[src/rtl/qpipe_pkg.sv]
package qpipe_pkg;

    typedef enum logic [1:0] {
        PH_Q1 = 2'd0,
        PH_Q2 = 2'd1,
        PH_Q3 = 2'd2,
        PH_Q4 = 2'd3
    } phase_t;

    localparam int NUM_PHASES = 4;

    function automatic phase_t phase_next(input phase_t p);
        phase_t n;
        case (p)
            PH_Q1:   n = PH_Q2;
            PH_Q2:   n = PH_Q3;
            PH_Q3:   n = PH_Q4;
            default: n = PH_Q1;
        endcase
        return n;
    endfunction

    // Control decoded from the current phase, shared by the sub-units
    typedef struct packed {
        logic capture;   // edge entering phase 4: latch program word
        logic advance;   // edge leaving phase 4: new cycle begins
        logic rd_phase;  // phase 2
        logic wr_phase;  // phase 4
    } phase_ctl_t;

endpackage

[src/rtl/qpipe_phase_gen.sv]
module qpipe_phase_gen
    import qpipe_pkg::*;
(
    input  logic                  clk,
    input  logic                  rst,
    output logic [NUM_PHASES-1:0] q_strobe,
    output logic                  clk_out,
    output phase_ctl_t            ctl
);

    phase_t ph_q;

    always_ff @(posedge clk) begin
        if (rst) ph_q <= PH_Q1;
        else     ph_q <= phase_next(ph_q);
    end

    for (genvar i = 0; i < NUM_PHASES; i++) begin : g_strobe
        assign q_strobe[i] = (ph_q == phase_t'(i));
    end

    assign clk_out      = (ph_q == PH_Q1) || (ph_q == PH_Q2);
    assign ctl.capture  = (ph_q == PH_Q3);
    assign ctl.advance  = (ph_q == PH_Q4);
    assign ctl.rd_phase = (ph_q == PH_Q2);
    assign ctl.wr_phase = (ph_q == PH_Q4);

endmodule

[src/rtl/qpipe_fetch.sv]
module qpipe_fetch
    import qpipe_pkg::*;
#(
    parameter int ADDR_W = 8,
    parameter int WORD_W = 16
) (
    input  logic              clk,
    input  logic              rst,
    input  phase_ctl_t        ctl,
    input  logic              redirect,
    input  logic [ADDR_W-1:0] target,
    input  logic [WORD_W-1:0] prog_word,
    output logic [ADDR_W-1:0] pc,
    output logic [WORD_W-1:0] fetched
);

    localparam logic [ADDR_W-1:0] PC_ONE = ADDR_W'(1);

    always_ff @(posedge clk) begin
        if (rst) begin
            pc      <= '0;
            fetched <= '0;
        end else begin
            if (ctl.capture) fetched <= prog_word;
            if (ctl.advance) pc <= redirect ? target : pc + PC_ONE;
        end
    end

endmodule

[src/rtl/qpipe_exec.sv]
module qpipe_exec
    import qpipe_pkg::*;
#(
    parameter int WORD_W = 16
) (
    input  logic              clk,
    input  logic              rst,
    input  phase_ctl_t        ctl,
    input  logic              br_take,
    input  logic [WORD_W-1:0] fetched,
    output logic              redirect,
    output logic [WORD_W-1:0] ir,
    output logic              squash,
    output logic              dm_rd,
    output logic              dm_wr
);

    localparam logic [WORD_W-1:0] NOP_WORD = '0;

    // A forced no-op cannot branch
    assign redirect = br_take && !squash;

    always_ff @(posedge clk) begin
        if (rst) begin
            ir     <= NOP_WORD;
            squash <= 1'b1;
        end else if (ctl.advance) begin
            ir     <= redirect ? NOP_WORD : fetched;
            squash <= redirect;
        end
    end

    assign dm_rd = ctl.rd_phase;
    assign dm_wr = ctl.wr_phase && !squash;

endmodule

[src/rtl/qpipe_seq.sv]
module qpipe_seq
    import qpipe_pkg::*;
#(
    parameter int ADDR_W = 8,
    parameter int WORD_W = 16
) (
    input  logic              clk,
    input  logic              rst,
    input  logic [WORD_W-1:0] prog_word,
    input  logic              br_take,
    input  logic [ADDR_W-1:0] br_target,
    output logic [3:0]        q_strobe,
    output logic              clk_out,
    output logic [ADDR_W-1:0] prog_addr,
    output logic [WORD_W-1:0] ir_word,
    output logic              exec_nop,
    output logic              dm_rd,
    output logic              dm_wr
);

    phase_ctl_t        ctl;
    logic              redirect;
    logic [WORD_W-1:0] fetched;

    qpipe_phase_gen u_phase (
        .clk      (clk),
        .rst      (rst),
        .q_strobe (q_strobe),
        .clk_out  (clk_out),
        .ctl      (ctl)
    );

    qpipe_fetch #(.ADDR_W(ADDR_W), .WORD_W(WORD_W)) u_fetch (
        .clk       (clk),
        .rst       (rst),
        .ctl       (ctl),
        .redirect  (redirect),
        .target    (br_target),
        .prog_word (prog_word),
        .pc        (prog_addr),
        .fetched   (fetched)
    );

    qpipe_exec #(.WORD_W(WORD_W)) u_exec (
        .clk      (clk),
        .rst      (rst),
        .ctl      (ctl),
        .br_take  (br_take),
        .fetched  (fetched),
        .redirect (redirect),
        .ir       (ir_word),
        .squash   (exec_nop),
        .dm_rd    (dm_rd),
        .dm_wr    (dm_wr)
    );

endmodule

[config.mk]
export PLATFORM = sky130hd
export DESIGN_NAME = qpipe_seq
export DESIGN_NICKNAME = d
export VERILOG_FILES = /design/src/rtl/qpipe_pkg.sv /design/src/rtl/qpipe_phase_gen.sv /design/src/rtl/qpipe_fetch.sv /design/src/rtl/qpipe_exec.sv /design/src/rtl/qpipe_seq.sv
export SDC_FILE = /design/constraint.sdc
export NUM_CORES = 1
export LEC_CHECK = 0
export ABC_AREA = 1
export BUFFER_PORTS_ARGS = -buffer_cell sky130_fd_sc_hd__buf_2
export CORE_MARGIN = 2
export CORE_UTILIZATION = 50
export DETAILED_ROUTE_END_ITERATION = 7
export PLACE_DENSITY = 0.77
export SYNTH_ARGS = -nofsm -noshare
export SYNTH_HDL_FRONTEND = slang
export SYNTH_SLANG_ARGS = --single-unit
[constraint.sdc]
create_clock -name clk -period 1.6 [get_ports clk]
set_input_delay 0 -clock clk [delete_from_list [all_inputs] [get_ports clk]]
set_output_delay 0 -clock clk [all_outputs]
set_load 0.1 [all_outputs]
[After elaboration in Yosys (flattened, before gate mapping)]
Index checks and enable logic that the tools add are counted.
Storage, ports and cells
  word-level logic and storage cells: 17
  register bits: 43
  output and inout bits: 32
Operators by class
  equal/unequal tests: 3
  reduce and logical (&&, ||, !) cells: 5
  add/sub/neg operators: 1
  mux-type cells: 3
Operators with widths (number)
  16-bit 2-to-1 mux: 1
  8-bit by 1-bit adder with 8-bit output, second input constant: 1
  8-bit 2-to-1 mux: 1
  2-bit case mux with 3 select lines: 1
  2-bit equality test, second input constant: 2
  2-bit by 1-bit equality test with 1-bit output, second input constant: 1
  1-bit logical AND: 2
  2-bit zero test: 1
  1-bit zero test: 1
  1-bit logical OR: 1

[Depth between registers and ports, before layout]
  depth in word-level cells: 3
  depth in mapped cells: 8
  gate-level depth less buffers: 8

[By module]
Synthesis repeated with hierarchy kept, for this count alone.
Unflattened totals
  cells, all modules: 249
  area total of the unflattened synthesis: 1846.8 µm²
Modules (own cells, without submodules)
  qpipe_fetch: area an instance 1037.2 µm², times used 1, cells an instance 148, seq. area each 480.5 µm²
  qpipe_exec: area an instance 649.4 µm², times used 1, cells an instance 81, seq. area each 340.3 µm²
  qpipe_phase_gen: area an instance 160.2 µm², times used 1, cells an instance 20, seq. area each 40.0 µm²

[Worst setup path after synthesis]
Ideal clock, no wire load.
  kind: register to output
  start: reg u_phase.ph_q[0]
  end: out dm_wr
  path buffers: 2
  cell stages (with the launch flop): 6
  arrival time: 2.875 ns
  path slack: -1.275 ns
  cell sequence: dfxtp_1 -> ha_1 -> buf_6 -> inv_4 -> buf_2 -> nor2_1
Between the ends
  longest elaborated chain between the ends: 2
RTL lines
  from (decl): line qpipe_phase_gen.sv:11  | phase_t ph_q;
  from (signal assigned): line qpipe_phase_gen.sv:15  | else ph_q <= phase_next(ph_q);
  2-bit equality test
  net q_strobe[3]: line qpipe_seq.sv:12  | output logic [3:0] q_strobe,
  1-bit logical AND: line qpipe_exec.sv:34  | assign dm_wr = ctl.wr_phase && !squash;
  to (decl): line qpipe_seq.sv:18  | output logic dm_wr
The timed path passes the listed nets, and every way through them passes these cells.

[Worst setup path in the final report]
  start: reg u_phase.ph_q[0]
  end: out dm_wr
Between the ends
  longest elaborated chain between the ends: 2
RTL lines
  2-bit equality test: line qpipe_phase_gen.sv:26  | assign ctl.wr_phase = (ph_q == PH_Q4);
  1-bit logical AND: line qpipe_exec.sv:34
Every way passes these cells.

==> metrics.cfg <==
[run_status]
status=complete, no violations

[route]
post_drt_wl_per_cell_microns=12.2
vias_per_cell=4.86
drtAntennaViolNets=0
drtIter0Drc=116
drtPass1Iterations=4
wirelength_microns=4430
route.detailed.drc=0
via_count=1768

[setup_path]
crit_family=flip-flops
startpoint_type=register
path_cells=ha_2 > inv_4 > nor2_4 > buf_12
worstSetupPathType=register to output pin
r2r_cells=7
worst_path_max_delay_cell=dfxtp_1
crit_buf_inv=2
cp_num_cells=4
required_ns=1.60
slowest_delay_ns=0.38
end_kind=output pin
cp_data_arrival_time_ns=1.53
worstPathMaxFanout=25

[place]
place_ws_ns=0.155
port_buffers=58
dp_cells=337
place_area_sq_um=2210
hpwl_microns=2920
place_congestion=0.789

[synth]
syn-num-nets=272
synth_cell_types=31
synth.yosys.seq_area_share=0.457
synth_area_leaders=dfxtp_1 46%, nand2_1 9.4%, nor2_1 8.4%
syn_area_sq_um=1880
ys_seq_elements=43
synth_area_per_cell_sq_um=7.85
synth_top_cell_area_share=0.457
async_flop_share=0
synth_edf_count=0
syn_inst=240
netlist_top_cells_count=47 x nand2_1, 43 x dfxtp_1, 42 x nor2_1
synth_ff_type=dfxtp_1
yosysWarnings=0
synth_top_cell_by_area=dfxtp_1
synth.most_common_cell=nand2_1

[floorplanning]
rows=22
num_io_pins=59
initial_core_util=0.519
fp.dieW_microns=65.4
core-area_sq_um=3630
fp.dieH_microns=65.4
dieArea_sq_um=4280

[sta]
report.final.setup_viol=0
hold_violations=0
worst_slack_ns=0.0663
post-route-period-util=0.959
rsz0062_at_grt=true
final_max_slew_viol_count=0
slew_headroom=0.664
tns_ns=0
fin_skew_ns=0.00471
worst_pin_slew_ns=0.507
fmax_mhz=652
whs_ns=0.0174
fin_crit_ns=1.53

[clock_tree]
cts.htree.levels=2
clockBufferDepth=2
clock_latency_ns=0.29
cts_root_buffer=clkbuf_8
clk_pin_slew_ns=0.08
cts_tree=yes
post_cts_buffers=0
cts.sinks=43
cts_buffers=5

[finish]
final_util=0.685
design_area_sq_um=2490
area_growth_pct=32.1
layout-drive-gt1-share=0.361
fin_nets=347
final_cells=364
n_antenna_cell=0

[pwr]
power_density_nw_per_um2=1250
power_frac_comb=0.373
switching_share=0.431
power_mw=3.12
total_leakage_power_nw=1.14
pwr-share-clk=0.210
p_int_mw=1.77
ir_worst_vdd_uv=1510
p_sw_mw=1.34
sequentialPowerShare=0.417

[global_routing]
grt_pass1_wl_microns=7400
antenna_found_initial=0
grt_max_degree=26
grt_pass1_vias=1712
grt_util_all_layers=0.221
grt-ovfl-total=0

[hold_path]
hold_depth=5
hp-class=input pin to register

[flow_run]
cap_violations=0

flip-flops by register name, summed over array words and instances (netlist names):
| register | count |
|---|---|
| u_phase.ph_q | 2 |
| u_fetch.fetched | 16 |
| u_exec.squash | 1 |
| u_fetch.pc | 8 |
| u_exec.ir | 16 |
logic make-up (layout without fill, tap and decap cells):
kind of cell / count (synthesis) / count (layout) / share of synthesized area
flops: 43 / 43 / 0.457
simple gates: 116 / 116 / 0.275
fa+ha+maj: 5 / 5 / 0.0332
buf+inv: 31 / 107 / 0.0863
compound gates: 45 / 45 / 0.149
placed cells by master, fill, tap and decap left out, types with 2 or more instances in the layout:
master and n:
nand2_2 11, nand2_4 2, a21oi_1 10, clkbuf_1 2, nor2_1 41, buf_2 55, nor2_4 3, dfxtp_1 35
or2_2 2, clkbuf_8 5, dlygate4sd3_1 19, o211ai_1 3, nand2_1 47, ha_2 3, nand3_1 6, inv_2 5
a21oi_2 9, buf_4 4, ha_1 2, inv_1 13, dfxtp_2 8, o21ai_0 18
power by group through the flow:
stage | sequential [mW] | combinational (mW) | clock [mW]
4_1_cts | 1.30 | 1.15 | 0.668
2_1_floorplan | 1.46 | 0.820 | 0
5_1_grt | 1.31 | 1.24 | 0.733
6_report | 1.30 | 1.16 | 0.654
3_3_place_gp | 1.31 | 1.10 | 0
3_5_place_dp | 1.32 | 1.11 | 0
what timing repair did:
action                                  in CTS  in global routing
endpoints found under the setup margin       1                  2
hold endpoints to repair                    19                  0
gates resized for setup                      1                  2
hold buffers                                19                  0
worst register-to-register path, delay by kind of cell, from the launching register on:
kind	cells	cell delay, ns
adder cells (fa/ha/maj)	1	0.35
AO/OA/AOI/OAI	1	0.14
flip-flops	1	0.38
buffers and inverters	2	0.25
AND/OR/NAND/NOR	3	0.27
final timing paths:
path                                 endpoint          startpoint  slack [ns]
worst min-delay path            u_fetch.pc[1]        br_target[1]        0.02
worst max-delay path                    dm_wr     u_phase.ph_q[0]        0.07
worst max register to register  u_fetch.pc[3]     u_phase.ph_q[0]        0.13
worst min register to register   u_exec.ir[7]  u_fetch.fetched[7]        0.46
layout make-up:
cell class	instances	area (sq um)
clock buffers	7	76.3
clock inverters	1	5.00
flip-flops and latches	43	871
well taps	48	60.1
repair buffers	79	515
inverters	20	85.1
fillers	309	1140
multi-input cells	166	876
per-layer routing:
| layer | wire length [microns] | track usage | vias up |
|---|---|---|---|
| met3 | 199 | 0.0514 | 6 |
| li1 | - | - | 908 |
| met1 | 2010 | 0.265 | 808 |
| met4 | 53 | 0.0599 | 0 |
| met5 | 0 | 0 | - |
| met2 | 2170 | 0.394 | 46 |
Power figures use the tool's default switching activity.
